<file path="src/rtl/dq_pkg.sv">
package dq_pkg;
  localparam int COL_W  = 8;
  localparam int IR_W   = 16;
  localparam int MAC_W  = 32;
  localparam int FAR_W  = 32;
  localparam int FRAC   = 12;
  localparam int GUARD  = 4;
  localparam int WIDE_W = 64;
  localparam int LANES  = 3;

  typedef logic signed [WIDE_W-1:0] wide_t;

  localparam wide_t IR_MAX  = (wide_t'(1) <<< (IR_W-1)) - wide_t'(1);
  localparam wide_t IR_MIN  = -(wide_t'(1) <<< (IR_W-1));
  localparam wide_t COL_MAX = (wide_t'(1) <<< COL_W) - wide_t'(1);

  typedef enum logic [1:0] {ST_IDLE, ST_DIFF, ST_BLEND, ST_PUSH} phase_t;

  typedef struct packed {
    logic                   sat;
    logic signed [IR_W-1:0] val;
  } ir_clamp_t;

  typedef struct packed {
    logic             sat;
    logic [COL_W-1:0] val;
  } col_clamp_t;

  // Phase 1: (color + intermediate) scaled by the guard bits
  function automatic logic signed [MAC_W-1:0] base_acc(
      input logic [COL_W-1:0] c, input logic signed [IR_W-1:0] ir);
    wide_t s;
    s = wide_t'({1'b0, c}) + wide_t'(ir);
    s = s <<< GUARD;
    return s[MAC_W-1:0];
  endfunction

  // Phase 2: far color in fixed point minus base, optional fraction drop
  function automatic wide_t diff_far(
      input logic signed [FAR_W-1:0] far, input logic signed [MAC_W-1:0] base,
      input logic sf);
    wide_t d;
    d = (wide_t'(far) <<< FRAC) - wide_t'(base);
    return sf ? (d >>> FRAC) : d;
  endfunction

  // Phase 3: difference times factor added back onto base
  function automatic logic signed [MAC_W-1:0] mac_blend(
      input logic signed [IR_W-1:0] ir, input logic signed [IR_W-1:0] f,
      input logic signed [MAC_W-1:0] base, input logic sf);
    wide_t p;
    p = wide_t'(ir) * wide_t'(f) + wide_t'(base);
    if (sf) p = p >>> FRAC;
    return p[MAC_W-1:0];
  endfunction

  function automatic ir_clamp_t clamp_ir(input wide_t v, input logic floor_zero);
    ir_clamp_t r;
    wide_t lo;
    lo = floor_zero ? wide_t'(0) : IR_MIN;
    r.sat = 1'b0;
    if (v > IR_MAX) begin
      r.val = IR_MAX[IR_W-1:0]; r.sat = 1'b1;
    end else if (v < lo) begin
      r.val = lo[IR_W-1:0]; r.sat = 1'b1;
    end else begin
      r.val = v[IR_W-1:0];
    end
    return r;
  endfunction

  function automatic col_clamp_t col_of(input logic signed [MAC_W-1:0] mac);
    col_clamp_t r;
    wide_t v;
    v = wide_t'(mac) >>> GUARD;
    r.sat = 1'b0;
    if (v > COL_MAX) begin
      r.val = '1; r.sat = 1'b1;
    end else if (v < 0) begin
      r.val = '0; r.sat = 1'b1;
    end else begin
      r.val = v[COL_W-1:0];
    end
    return r;
  endfunction
endpackage

</file>
<file path="src/rtl/dq_seq.sv">
module dq_seq
  import dq_pkg::*;
(
  input  logic clk,
  input  logic rst_n,
  input  logic start,
  output logic ph1_evt,
  output logic ph2_evt,
  output logic ph3_evt,
  output logic push_evt,
  output logic busy,
  output logic done
);
  phase_t st_q;

  assign ph1_evt  = (st_q == ST_IDLE) && start;
  assign ph2_evt  = (st_q == ST_DIFF);
  assign ph3_evt  = (st_q == ST_BLEND);
  assign push_evt = (st_q == ST_PUSH);
  assign busy     = (st_q != ST_IDLE);

  always_ff @(posedge clk) begin
    if (!rst_n) begin
      st_q <= ST_IDLE;
      done <= 1'b0;
    end else begin
      done <= push_evt;
      case (st_q)
        ST_IDLE:  if (start) st_q <= ST_DIFF;
        ST_DIFF:  st_q <= ST_BLEND;
        ST_BLEND: st_q <= ST_PUSH;
        default:  st_q <= ST_IDLE;
      endcase
    end
  end


  phase_onehot_chk: assert property (@(posedge clk) disable iff (!rst_n)
    $onehot0({ph1_evt, ph2_evt, ph3_evt, push_evt}));

  phase_order_chk: assert property (@(posedge clk) disable iff (!rst_n)
    ph1_evt |=> ph2_evt);

  blend_follows_chk: assert property (@(posedge clk) disable iff (!rst_n)
    ph2_evt |=> ph3_evt);

  push_done_chk: assert property (@(posedge clk) disable iff (!rst_n)
    push_evt |=> done);

  done_pulse_chk: assert property (@(posedge clk) disable iff (!rst_n)
    done |=> !done);

  busy_start_chk: assert property (@(posedge clk) disable iff (!rst_n)
    (busy && start && !push_evt) |=> busy);
endmodule

</file>
<file path="src/rtl/dq_lane.sv">
module dq_lane
  import dq_pkg::*;
(
  input  logic                    clk,
  input  logic                    rst_n,
  input  logic                    ph1_evt,
  input  logic                    ph2_evt,
  input  logic                    ph3_evt,
  input  logic                    push_evt,
  input  logic [COL_W-1:0]        c_in,
  input  logic signed [IR_W-1:0]  ir_in,
  input  logic signed [FAR_W-1:0] far_in,
  input  logic signed [IR_W-1:0]  factor_in,
  input  logic                    sf,
  input  logic                    lm,
  output logic signed [IR_W-1:0]  ir_out,
  output logic [COL_W-1:0]        col_out,
  output logic                    ir_sat,
  output logic                    col_sat,
  output logic                    col_sat_nxt
);
  logic signed [MAC_W-1:0] base_q, mac_q, base_n, mac_n;
  logic signed [IR_W-1:0]  ir_q;
  logic [COL_W-1:0]        col_q;
  logic                    ir_sat_q, col_sat_q;
  ir_clamp_t               diff_c, blend_c;
  col_clamp_t              col_c;

  always_comb begin
    base_n  = base_acc(c_in, ir_in);
    diff_c  = clamp_ir(diff_far(far_in, base_q, sf), 1'b0);
    mac_n   = mac_blend(ir_q, factor_in, base_q, sf);
    blend_c = clamp_ir(wide_t'(mac_n), lm);
    col_c   = col_of(mac_q);
  end

  always_ff @(posedge clk) begin
    if (!rst_n) begin
      base_q    <= '0;
      mac_q     <= '0;
      ir_q      <= '0;
      col_q     <= '0;
      ir_sat_q  <= 1'b0;
      col_sat_q <= 1'b0;
    end else begin
      if (ph1_evt) begin
        base_q    <= base_n;
        ir_sat_q  <= 1'b0;
        col_sat_q <= 1'b0;
      end
      if (ph2_evt) begin
        ir_q     <= diff_c.val;
        ir_sat_q <= diff_c.sat;
      end
      if (ph3_evt) begin
        mac_q    <= mac_n;
        ir_q     <= blend_c.val;
        ir_sat_q <= ir_sat_q | blend_c.sat;
      end
      if (push_evt) begin
        col_q     <= col_c.val;
        col_sat_q <= col_c.sat;
      end
    end
  end

  assign ir_out      = ir_q;
  assign col_out     = col_q;
  assign ir_sat      = ir_sat_q;
  assign col_sat     = col_sat_q;
  assign col_sat_nxt = col_c.sat;


  low_limit_chk: assert property (@(posedge clk) disable iff (!rst_n)
    (ph3_evt && lm) |=> !ir_q[IR_W-1]);

  col_rail_chk: assert property (@(posedge clk) disable iff (!rst_n)
    col_sat_q |-> (col_q == '0 || col_q == '1));
endmodule

</file>
<file path="src/rtl/dq_interp.sv">
module dq_interp
  import dq_pkg::*;
(
  input  logic                   clk,
  input  logic                   rst_n,
  input  logic                   start,
  input  logic [31:0]            color_in,
  input  logic signed [15:0]     ir_x,
  input  logic signed [15:0]     ir_y,
  input  logic signed [15:0]     ir_z,
  input  logic signed [31:0]     far_r,
  input  logic signed [31:0]     far_g,
  input  logic signed [31:0]     far_b,
  input  logic signed [15:0]     factor,
  input  logic                   sf,
  input  logic                   lm,
  output logic                   busy,
  output logic                   done,
  output logic [31:0]            color_out,
  output logic signed [15:0]     res_x,
  output logic signed [15:0]     res_y,
  output logic signed [15:0]     res_z,
  output logic [6:0]             flags
);
  localparam int CODE_LSB = LANES * COL_W;

  logic ph1_evt, ph2_evt, ph3_evt, push_evt;
  logic signed [IR_W-1:0]  ir_arr  [LANES];
  logic signed [FAR_W-1:0] far_arr [LANES];
  logic signed [FAR_W-1:0] far_q   [LANES];
  logic signed [IR_W-1:0]  res_arr [LANES];
  logic [COL_W-1:0]        col_arr [LANES];
  logic [LANES-1:0]        ir_sat, col_sat, col_sat_nxt;
  logic signed [IR_W-1:0]  factor_q;
  logic                    sf_q, lm_q, err_q;
  logic [COL_W-1:0]        code_q;

  assign ir_arr[0]  = ir_x;
  assign ir_arr[1]  = ir_y;
  assign ir_arr[2]  = ir_z;
  assign far_arr[0] = far_r;
  assign far_arr[1] = far_g;
  assign far_arr[2] = far_b;

  dq_seq u_seq (
    .clk(clk), .rst_n(rst_n), .start(start),
    .ph1_evt(ph1_evt), .ph2_evt(ph2_evt), .ph3_evt(ph3_evt),
    .push_evt(push_evt), .busy(busy), .done(done)
  );

  always_ff @(posedge clk) begin
    if (!rst_n) begin
      factor_q <= '0;
      sf_q     <= 1'b0;
      lm_q     <= 1'b0;
      code_q   <= '0;
      err_q    <= 1'b0;
    end else begin
      if (ph1_evt) begin
        factor_q <= factor;
        sf_q     <= sf;
        lm_q     <= lm;
        err_q    <= 1'b0;
      end
      if (push_evt) begin
        code_q <= color_in_code_q;
        err_q  <= |{ir_sat, col_sat_nxt};
      end
    end
  end

  logic [COL_W-1:0] color_in_code_q;
  always_ff @(posedge clk) begin
    if (!rst_n) color_in_code_q <= '0;
    else if (ph1_evt) color_in_code_q <= color_in[CODE_LSB +: COL_W];
  end

  for (genvar g = 0; g < LANES; g++) begin : g_lane
    always_ff @(posedge clk) begin
      if (!rst_n) far_q[g] <= '0;
      else if (ph1_evt) far_q[g] <= far_arr[g];
    end

    dq_lane u_lane (
      .clk(clk), .rst_n(rst_n),
      .ph1_evt(ph1_evt), .ph2_evt(ph2_evt), .ph3_evt(ph3_evt), .push_evt(push_evt),
      .c_in(color_in[g*COL_W +: COL_W]), .ir_in(ir_arr[g]),
      .far_in(far_q[g]), .factor_in(factor_q), .sf(sf_q), .lm(lm_q),
      .ir_out(res_arr[g]), .col_out(col_arr[g]),
      .ir_sat(ir_sat[g]), .col_sat(col_sat[g]), .col_sat_nxt(col_sat_nxt[g])
    );

    assign color_out[g*COL_W +: COL_W] = col_arr[g];
  end

  assign color_out[CODE_LSB +: COL_W] = code_q;
  assign res_x = res_arr[0];
  assign res_y = res_arr[1];
  assign res_z = res_arr[2];
  assign flags = {err_q, col_sat, ir_sat};


  flags_clear_chk: assert property (@(posedge clk) disable iff (!rst_n)
    ph1_evt |=> (flags == '0));

  err_summary_chk: assert property (@(posedge clk) disable iff (!rst_n)
    done |-> (flags[6] == |flags[5:0]));
endmodule

</file>
<file path="config.mk">
export PLATFORM = sky130hd
export DESIGN_NAME = dq_interp
export DESIGN_NICKNAME = d
export VERILOG_FILES = /design/src/rtl/dq_pkg.sv /design/src/rtl/dq_seq.sv /design/src/rtl/dq_lane.sv /design/src/rtl/dq_interp.sv
export SDC_FILE = /design/constraint.sdc
export NUM_CORES = 2
export LEC_CHECK = 0
export BUFFER_PORTS_ARGS = -buffer_cell sky130_fd_sc_hd__buf_2
export CAP_MARGIN = 20
export CORE_MARGIN = 2
export CORE_UTILIZATION = 65
export DETAILED_ROUTE_END_ITERATION = 8
export GPL_ROUTABILITY_DRIVEN = 0
export PLACE_DENSITY = 0.84
export SYNTH_ARGS = -nofsm -noshare
export SYNTH_HDL_FRONTEND = slang
export SYNTH_SLANG_ARGS = --single-unit
</file>
<file path="constraint.sdc">
create_clock -name clk -period 14.1 [get_ports clk]
set_clock_uncertainty 0.1 [all_clocks]
set_input_delay 2.82 -clock clk [delete_from_list [all_inputs] [get_ports clk]]
set_output_delay 2.82 -clock clk [all_outputs]
set_load 0.02 [all_outputs]
</file>
## After elaboration in Yosys (flattened, before gate mapping)

Memory sizes are Yosys's and may differ from the RTL's.
Index checks and enable logic that the tools add are counted.
W data, S select, Z words.

- Input port bits: 197
- Output and inout port bits: 89
- RAM bits: 96
- Word-level logic and storage cells: 134
- Bits in registers: 263
- Memories kept: 1

Memories:

| memory | depth | width | rd ports | clocked after memory_dff | write ports | RTL line | RTL |
|---|---|---|---|---|---|---|---|
| far_q | 3 | 32 | 3 | 0 | 3 | dq_interp.sv:30 | `logic signed [FAR_W-1:0] far_q [LANES];` |

- Reductions and logical operators: 7
- Add/sub/neg operators: 9
- $mul: 3
- Magnitude comparators: 18
- Equality and inequality tests: 4
- Multiplexer cells: 60
- Bitwise logic cells: 6

Operators with widths:

| cell | count |
|---|---|
| $lt A32 B64 Y1 | 3 |
| $mux W16 | 12 |
| $mux W32 | 6 |
| $gt A45 B16 Y1 const B | 3 |
| $lt A45 B16 Y1 const B | 3 |
| $sub A44 B21 Y45 | 3 |
| $mux W44 | 3 |
| $mux W17 | 6 |
| $add A32 B21 Y33 | 3 |
| $gt A32 B16 Y1 const B | 3 |
| $mul A16 B16 Y32 | 3 |
| $gt A28 B9 Y1 const B | 3 |
| $lt A28 B1 Y1 const B | 3 |
| $mux W64 | 1 |
| $add A9 B16 Y17 | 3 |
| $mux W9 | 3 |
| $mux W1 | 24 |
| $mux W8 | 3 |
| $or A1 B1 Y1 | 6 |
| $pmux W2 S3 | 1 |
| $reduce_bool A2 Y1 | 3 |
| $reduce_or A6 Y1 | 1 |
| $eq A2 B2 Y1 const B | 2 |
| $reduce_bool A3 Y1 | 1 |
| other kinds (5) | 5 |

## Depth between registers and ports, before layout

- Depth in word-level cells: 8
- Depth in mapped cells: 39
- Gate-level depth less buffers: 36

## By module

A second synthesis with hierarchy kept.

- Cell total of the unflattened synthesis: 6833
- Area total of the unflattened synthesis: 57764.2 um2

Modules (own cells, without submodules):

| module | cells each | area each (um2) | instances | sequential area each (um2) |
|---|---|---|---|---|
| dq_lane at g_lane[1].u_lane | 2198 | 17892.2 | 1 | 1421.4 |
| dq_lane at g_lane[2].u_lane | 2162 | 17585.6 | 1 | 1421.4 |
| dq_lane at g_lane[0].u_lane | 2124 | 17177.7 | 1 | 1421.4 |
| dq_interp | 330 | 4928.5 | 1 | 3583.4 |
| dq_seq | 19 | 180.2 | 1 | 60.1 |

## Worst setup path after synthesis

No wires, ideal clock.

- Kind: register to register
- From: reg g_lane[2].u_lane.ir_q[15]
- To: reg g_lane[2].u_lane.ir_q[14]
- Arrival: 8.793 ns
- Setup slack: 5.089 ns
- Setup time: 0.119 ns
- Clock period less this slack: 9.011 ns
- Path buffers: 4
- Stages on the path, launching flop included: 37
- Cells stage by stage: dfxtp_1 -> clkbuf_1 -> nand2_1 -> inv_1 -> fa_1 -> inv_1 -> fa_1 -> inv_1 -> fa_1 -> fa_1 -> fa_1 -> inv_1 -> fa_1 -> inv_1 -> ha_1 -> clkbuf_1 -> a21oi_1 -> o21ai_0 -> a221oi_1 -> o21ai_0 -> a41oi_1 -> mux2_2 -> clkbuf_1 -> o21ai_0 -> ha_1 -> a21o_1 -> a21o_1 -> a21o_1 -> a21o_1 -> a21oi_1 -> o31a_1 -> nand2_1 -> o21a_1 -> nand2_1 -> clkbuf_1 -> o22ai_1 -> o221a_2

- Word-level cells in the longest chain between the ends: 7
- Elaborated cells on any way between the ends: 8
- Those cells by class: add/sub: 1; mul: 1; order compare: 2; mux: 4

Ends and longest elaborated chain:

| item | RTL line | RTL |
|---|---|---|
| from (decl) | dq_lane.sv:23 | `logic signed [IR_W-1:0] ir_q;` |
| from (signal assigned) | dq_lane.sv:52 | `ir_q <= diff_c.val;` |
| from (signal assigned) | dq_lane.sv:57 | `ir_q <= blend_c.val;` |
| $mul A16 B16 Y32 * | dq_pkg.sv:52 | `p = wide_t'(ir) * wide_t'(f) + wide_t'(base);` |
| $add A32 B21 Y33 * | dq_pkg.sv:52 |  |
| $mux W32 * | dq_pkg.sv:53 | `if (sf) p = p >>> FRAC;` |
| named net g_lane[2].u_lane.mac_n[25] | dq_lane.sv:22 | `logic signed [MAC_W-1:0] base_q, mac_q, base_n, mac_n;` |
| $lt A32 B64 Y1 | dq_pkg.sv:64 | `end else if (v < lo) begin` |
| $mux W16 | dq_pkg.sv:64 |  |
| $mux W17 * | dq_pkg.sv:62 | `if (v > IR_MAX) begin` |
| $mux W16 * | dq_lane.sv:55 | `if (ph3_evt) begin` |

The timed path passes the listed nets; every way through them passes the cells marked *.
A chain may end at the register's enable or synchronous reset.

## Worst setup path in the final report

- From: reg factor_q[4]
- To: reg g_lane[0].u_lane.ir_q[15]

- Word-level cells in the longest chain between the ends: 7
- Elaborated cells on any way between the ends: 8
- Those cells by class: add/sub: 1; mul: 1; order compare: 2; mux: 4

Ends and longest elaborated chain:

| item | RTL line | RTL |
|---|---|---|
| from (decl) | dq_interp.sv:34 | `logic signed [IR_W-1:0] factor_q;` |
| from (signal assigned) | dq_interp.sv:60 | `factor_q <= factor;` |
| $mul A16 B16 Y32 * | dq_pkg.sv:52 |  |
| $add A32 B21 Y33 * | dq_pkg.sv:52 |  |
| $mux W32 * | dq_pkg.sv:53 |  |
| named net g_lane[0].u_lane.mac_n[28] | dq_lane.sv:22 |  |
| $lt A32 B64 Y1 | dq_pkg.sv:64 |  |
| $mux W16 | dq_pkg.sv:64 |  |
| $mux W17 * | dq_pkg.sv:62 |  |
| $mux W16 * | dq_lane.sv:55 |  |
| to (signal assigned) | dq_lane.sv:52 |  |
| to (signal assigned) | dq_lane.sv:57 |  |
| to (decl) | dq_lane.sv:23 |  |

Marks and branches as above.

==> impl_summary.md <==
Status
The flow ran to the end, and the final reports show no timing, DRC or antenna violations.

Global routing
The initial antenna violation count was 5. The largest net degree at the start of global routing is 147. The global-route congestion overflow total is 0.

The overall routing resource usage is 0.376. The global-route wire length before repair is 271 mm. The via count of the first global-routing pass is 50.6k.

Timing
Setup repair after global routing left no endpoint under its margin. In the finished design, the share of the clock period the worst path needs comes to 0.755. The number of hold violations in the final report is 0. After routing, the total negative slack on setup checks comes to 0 ns. The number of slew-limit violations in the final report is 0.

For the finished layout, the period the worst path requires is 10.64 ns. The pin slew with the least headroom to its limit is 1.17 ns. Across all setup checks in the final design, the least slack found is 3.46 ns. Measured against its own limit, the worst slew margin works out to 0.219. Setup violations remaining at the end of the flow were counted as 0. Based on the critical path, the design can be clocked at up to 0.0940 GHz.

Cells and area
In the final layout, the multi-input gates occupy 44200 um2. In the final layout, flip-flops and latches occupy 7920 um2. The number of nets at the end of the flow is 8285. The fraction of final layout cells sized beyond drive strength 1 is 0.0701. The count of cells in the finished layout, fillers not included, comes to 8002. The area added between synthesis and finish is 6.07%.

The share of the core filled with cells in the final layout is 0.693. The layout has 6732 filler cells.

Setup path
The startpoint of the most critical setup path is factor_q[4]. The endpoint of the worst register-to-register path is g_lane[0].u_lane.ir_out[15]. The endpoint type of the worst setup path is a flip-flop.

The slowest stage of the critical path belongs to the cell sky130_fd_sc_hd__fa_1. The sort of element at the start of the critical path is a flip-flop. The critical path crosses 29 cells after its start point.

The largest driver fanout on the critical path is 38. The register-to-register setup slack is 3.46 ns. The most frequent cell on the critical path is sky130_fd_sc_hd__fa_1. Counting cells, the worst reg-to-reg path comes to 29.

The beginning of the worst register-to-register path is factor_q[4]. Grouping stages by cell kind, the critical path spends the most delay in adder cells. The required time reported for the critical path endpoint is 14.54 ns. The critical path class is reg2reg.

Counting both buffers and inverters, the worst setup path holds a total of 3. The delay contributed by the slowest stage of the critical path is 0.93 ns. The data arrival time at the worst-slack endpoint is 11.08 ns. Following the worst setup path forward leads to its endpoint at g_lane[0].u_lane.ir_out[15].

CTS
The deepest clock path buffer count is 3. The CTS tree is done. The number of H-tree branching levels is 2. After clock tree synthesis, the clock-pin slew on the worst setup and hold paths is 0.07 ns. Once the clock tree was built, the setup fixing pass inserted 0 buffers. The number of gates resized after CTS was 0. The TritonCTS buffer count is 41. The insertion delay of the later-clocked pin in the worst-skew pair is 0.62 ns. The tree is rooted in a sky130_fd_sc_hd__clkbuf_16. The total number of clock tree sinks is 347. Buffers inserted to repair hold after CTS numbered 0.

Logic synthesis
The share of flip-flops with an asynchronous set or reset after synthesis is 0. The area of the mapped netlist is 57500 um2. The synthesized instance count is 6774. The fraction of the yosys area taken by sequential cells is 0.137. Synthesis inferred 347 register bits.

Counting every net in the synthesized netlist gives 8256. The distinct cell type count of the synthesized netlist is 94. The main flop type after synthesis is sky130_fd_sc_hd__dfxtp_1. The average size of a mapped cell is 8.50 um2. The number of enable flip-flop cells after synthesis is 96. The number of synthesis warnings is 0.

Detailed routing
The number of vias after detailed routing is 50.1k. The first detailed-routing pass ran for 6 iterations. In the routed layout, each cell is associated on average with a via count of 6.27. After detailed routing, the average wire length per cell comes to 21.1 um. The number of nets still failing antenna checks after routing is 0. After detailed routing, the total wire length is 169 mm. The number of design rule violations left after detail routing is 0. The detailed router's first-iteration violation count is 5230.

Pwr
The highest ir drop seen on vdd is 0.117 mV. The total power per unit cell area is 162 nW/um2. In this run the static leakage power is 29.7 nW.

Die
The initial core utilization is 0.653. The top-level port count is 286. In this run the horizontal extent of the chip is 302 um. The floorplan die area is 90900 um2.

The region available for standard cell placement spans 88100 um2. The row count is 109. The y dimension of the die is 302 um.

Placed design
The cell total after placement is 7923. The total half-perimeter wirelength after legalization and detailed placement is 131 mm. Before CTS, the worst setup slack after placement is 3.71 ns.

The number of I/O port buffers is 285.

Flow run
Max-cap violations in this run came to 0.

Hold path
The min-delay analysis places its worst path in the category reg2reg.
-- worst reg2reg max path: cells and delay by family (launching register included) --
kind / cells / cell delay, ns
AND/OR/NAND/NOR: 6 / 1.93
AO/OA/AOI/OAI: 11 / 2.80
flip-flops: 1 / 0.49
buffers and inverters: 3 / 0.64
multiplexers: 1 / 0.42
adder cells (fa/ha/maj): 8 / 4.18
-- how the worst min path moves through the flow --
stage | slack [ns] | cells past startpoint | to | start
2_1_floorplan | 0.33 | 2 | g_lane[0].u_lane.col_sat | g_lane[0].u_lane.col_sat
3_3_place_gp | 0.35 | 2 | g_lane[1].u_lane.mac_q[27] | g_lane[1].u_lane.mac_q[27]
3_5_place_dp | 0.36 | 2 | g_lane[0].u_lane.mac_q[4] | g_lane[0].u_lane.mac_q[4]
4_1_cts | 0.37 | 2 | g_lane[0].u_lane.mac_q[4] | g_lane[0].u_lane.mac_q[4]
5_1_grt | 0.38 | 2 | g_lane[1].u_lane.mac_q[27] | g_lane[1].u_lane.mac_q[27]
6_report | 0.37 | 2 | g_lane[0].u_lane.mac_q[22] | g_lane[0].u_lane.mac_q[22]
-- cells by family (layout without fill, tap and decap cells) --
kind of cell | after synthesis | after routing | share of synthesized area
XOR/XNOR | 215 | 215 | 0.0327
other | 0 | 1 | 0
AND/OR/NAND/NOR | 2113 | 2113 | 0.182
flip-flops | 347 | 347 | 0.137
AO/OA/AOI/OAI | 1283 | 1283 | 0.147
multiplexers | 88 | 88 | 0.0155
buffers and inverters | 1443 | 1505 | 0.0948
adder cells (fa/ha/maj) | 1285 | 1285 | 0.391
-- cells in the final DEF, fill, tap and decap left out, types with 21 or more instances in the layout --
master	n
sky130_fd_sc_hd__nand4_1	69
sky130_fd_sc_hd__o21a_1	43
sky130_fd_sc_hd__nand2b_1	40
sky130_fd_sc_hd__and2_1	496
sky130_fd_sc_hd__nor2b_1	21
sky130_fd_sc_hd__nand3_1	79
sky130_fd_sc_hd__nor3_1	72
sky130_fd_sc_hd__a21o_1	104
sky130_fd_sc_hd__o211ai_1	59
sky130_fd_sc_hd__clkbuf_16	43
sky130_fd_sc_hd__a22o_1	31
sky130_fd_sc_hd__a21oi_1	291
sky130_fd_sc_hd__a31oi_1	77
sky130_fd_sc_hd__buf_2	285
sky130_fd_sc_hd__xnor2_1	126
sky130_fd_sc_hd__or3_1	42
sky130_fd_sc_hd__nor2_1	440
sky130_fd_sc_hd__a211oi_1	73
sky130_fd_sc_hd__ha_1	428
sky130_fd_sc_hd__mux2i_1	81
sky130_fd_sc_hd__dfxtp_1	244
sky130_fd_sc_hd__fa_1	855
sky130_fd_sc_hd__o21bai_1	34
sky130_fd_sc_hd__edfxtp_1	96
sky130_fd_sc_hd__and3_1	39
sky130_fd_sc_hd__o21ai_0	279
sky130_fd_sc_hd__xor2_1	89
sky130_fd_sc_hd__nand2_1	678
sky130_fd_sc_hd__o22ai_1	44
sky130_fd_sc_hd__buf_4	47
sky130_fd_sc_hd__and4_1	29
sky130_fd_sc_hd__inv_1	1090
sky130_fd_sc_hd__nor4_1	32
sky130_fd_sc_hd__o31ai_1	30
-- power by group --
part / total, mW / internal [mW] / leakage, nW / switching, mW
Sequential: 1.49 / 1.17 / 3.09 / 0.315
Combinational: 7.22 / 2.56 / 25.9 / 4.67
Clock: 1.17 / 0.694 / 0.728 / 0.480
-- per-stage QoR --
step	total power, mW	hold WS, ns	cell area [um2]
final	9.89	0.368	61000
after global routing	10.7	0.380	61000
after CTS	9.64	0.368	61000
after detailed placement	8.38	0.359	59500
after global placement	8.24	0.352	59500
after floorplan	6.41	0.326	57500
-- cells in the mapped netlist, types with 15 or more instances --
master	count	share of area
sky130_fd_sc_hd__nand2b_1	40	0.0043
sky130_fd_sc_hd__o211ai_1	59	0.0077
sky130_fd_sc_hd__fa_1	855	0.30
sky130_fd_sc_hd__nor4_1	32	0.0035
sky130_fd_sc_hd__and4_1	29	0.0044
sky130_fd_sc_hd__a22o_1	31	0.0047
sky130_fd_sc_hd__o21ai_0	279	0.024
sky130_fd_sc_hd__o22ai_1	44	0.0048
sky130_fd_sc_hd__xnor2_1	126	0.019
sky130_fd_sc_hd__o31ai_1	30	0.0039
sky130_fd_sc_hd__nor2_1	441	0.029
sky130_fd_sc_hd__a21oi_1	292	0.025
sky130_fd_sc_hd__a211o_1	16	0.0024
sky130_fd_sc_hd__o211a_1	16	0.0028
sky130_fd_sc_hd__nand2_1	678	0.044
sky130_fd_sc_hd__edfxtp_1	96	0.050
sky130_fd_sc_hd__or3_1	42	0.0046
sky130_fd_sc_hd__and2_1	496	0.054
sky130_fd_sc_hd__clkbuf_1	324	0.021
sky130_fd_sc_hd__inv_1	1093	0.071
sky130_fd_sc_hd__mux2i_1	81	0.014
sky130_fd_sc_hd__nand3_1	80	0.0070
sky130_fd_sc_hd__or4_1	15	0.0020
sky130_fd_sc_hd__o21bai_1	34	0.0044
sky130_fd_sc_hd__dfxtp_1	251	0.087
sky130_fd_sc_hd__buf_1	15	0.00098
sky130_fd_sc_hd__xor2_1	89	0.014
sky130_fd_sc_hd__nor2b_1	21	0.0023
sky130_fd_sc_hd__ha_1	430	0.093
sky130_fd_sc_hd__a21o_1	104	0.014
sky130_fd_sc_hd__nand4_1	69	0.0075
sky130_fd_sc_hd__a211oi_1	73	0.0095
sky130_fd_sc_hd__a31oi_1	77	0.0084
sky130_fd_sc_hd__o21a_1	43	0.0056
sky130_fd_sc_hd__nor3_1	72	0.0063
sky130_fd_sc_hd__and3_1	39	0.0042
-- flip-flops by register name (all words and copies together), names as in the netlist --
signal                 flops
g_lane.u_lane.base_q      51
u_seq.st_q                 2
g_lane.u_lane.ir_out      48
lm_q                       1
u_seq.done                 1
factor_q                  16
err_q                      1
color_in_code_q            8
g_lane.u_lane.mac_q       84
g_lane.u_lane.ir_sat       3
code_q                     8
far_q                     96
g_lane.u_lane.col_out     24
g_lane.u_lane.col_sat      3
sf_q                       1
-- layout make-up --
class,instances,area share
clock inverters,14,0.00363
multi-input cells,4984,0.725
repair buffers,335,0.0303
clock buffers,62,0.0205
flip-flops and latches,347,0.130
inverters,1094,0.0674
well taps,1165,0.0239
diodes,1,0.0000410
-- layer usage --
metal | share of wire | GRT usage | vias up
met2 | 0.43 | 0.573 | 3080
met1 | 0.39 | 0.509 | 24300
met4 | 0.046 | 0.154 | 6
met5 | 0.00021 | 0 | -
met3 | 0.13 | 0.103 | 519
li1 | - | - | 22300
Note: power is estimated with default switching activity, not from simulation.
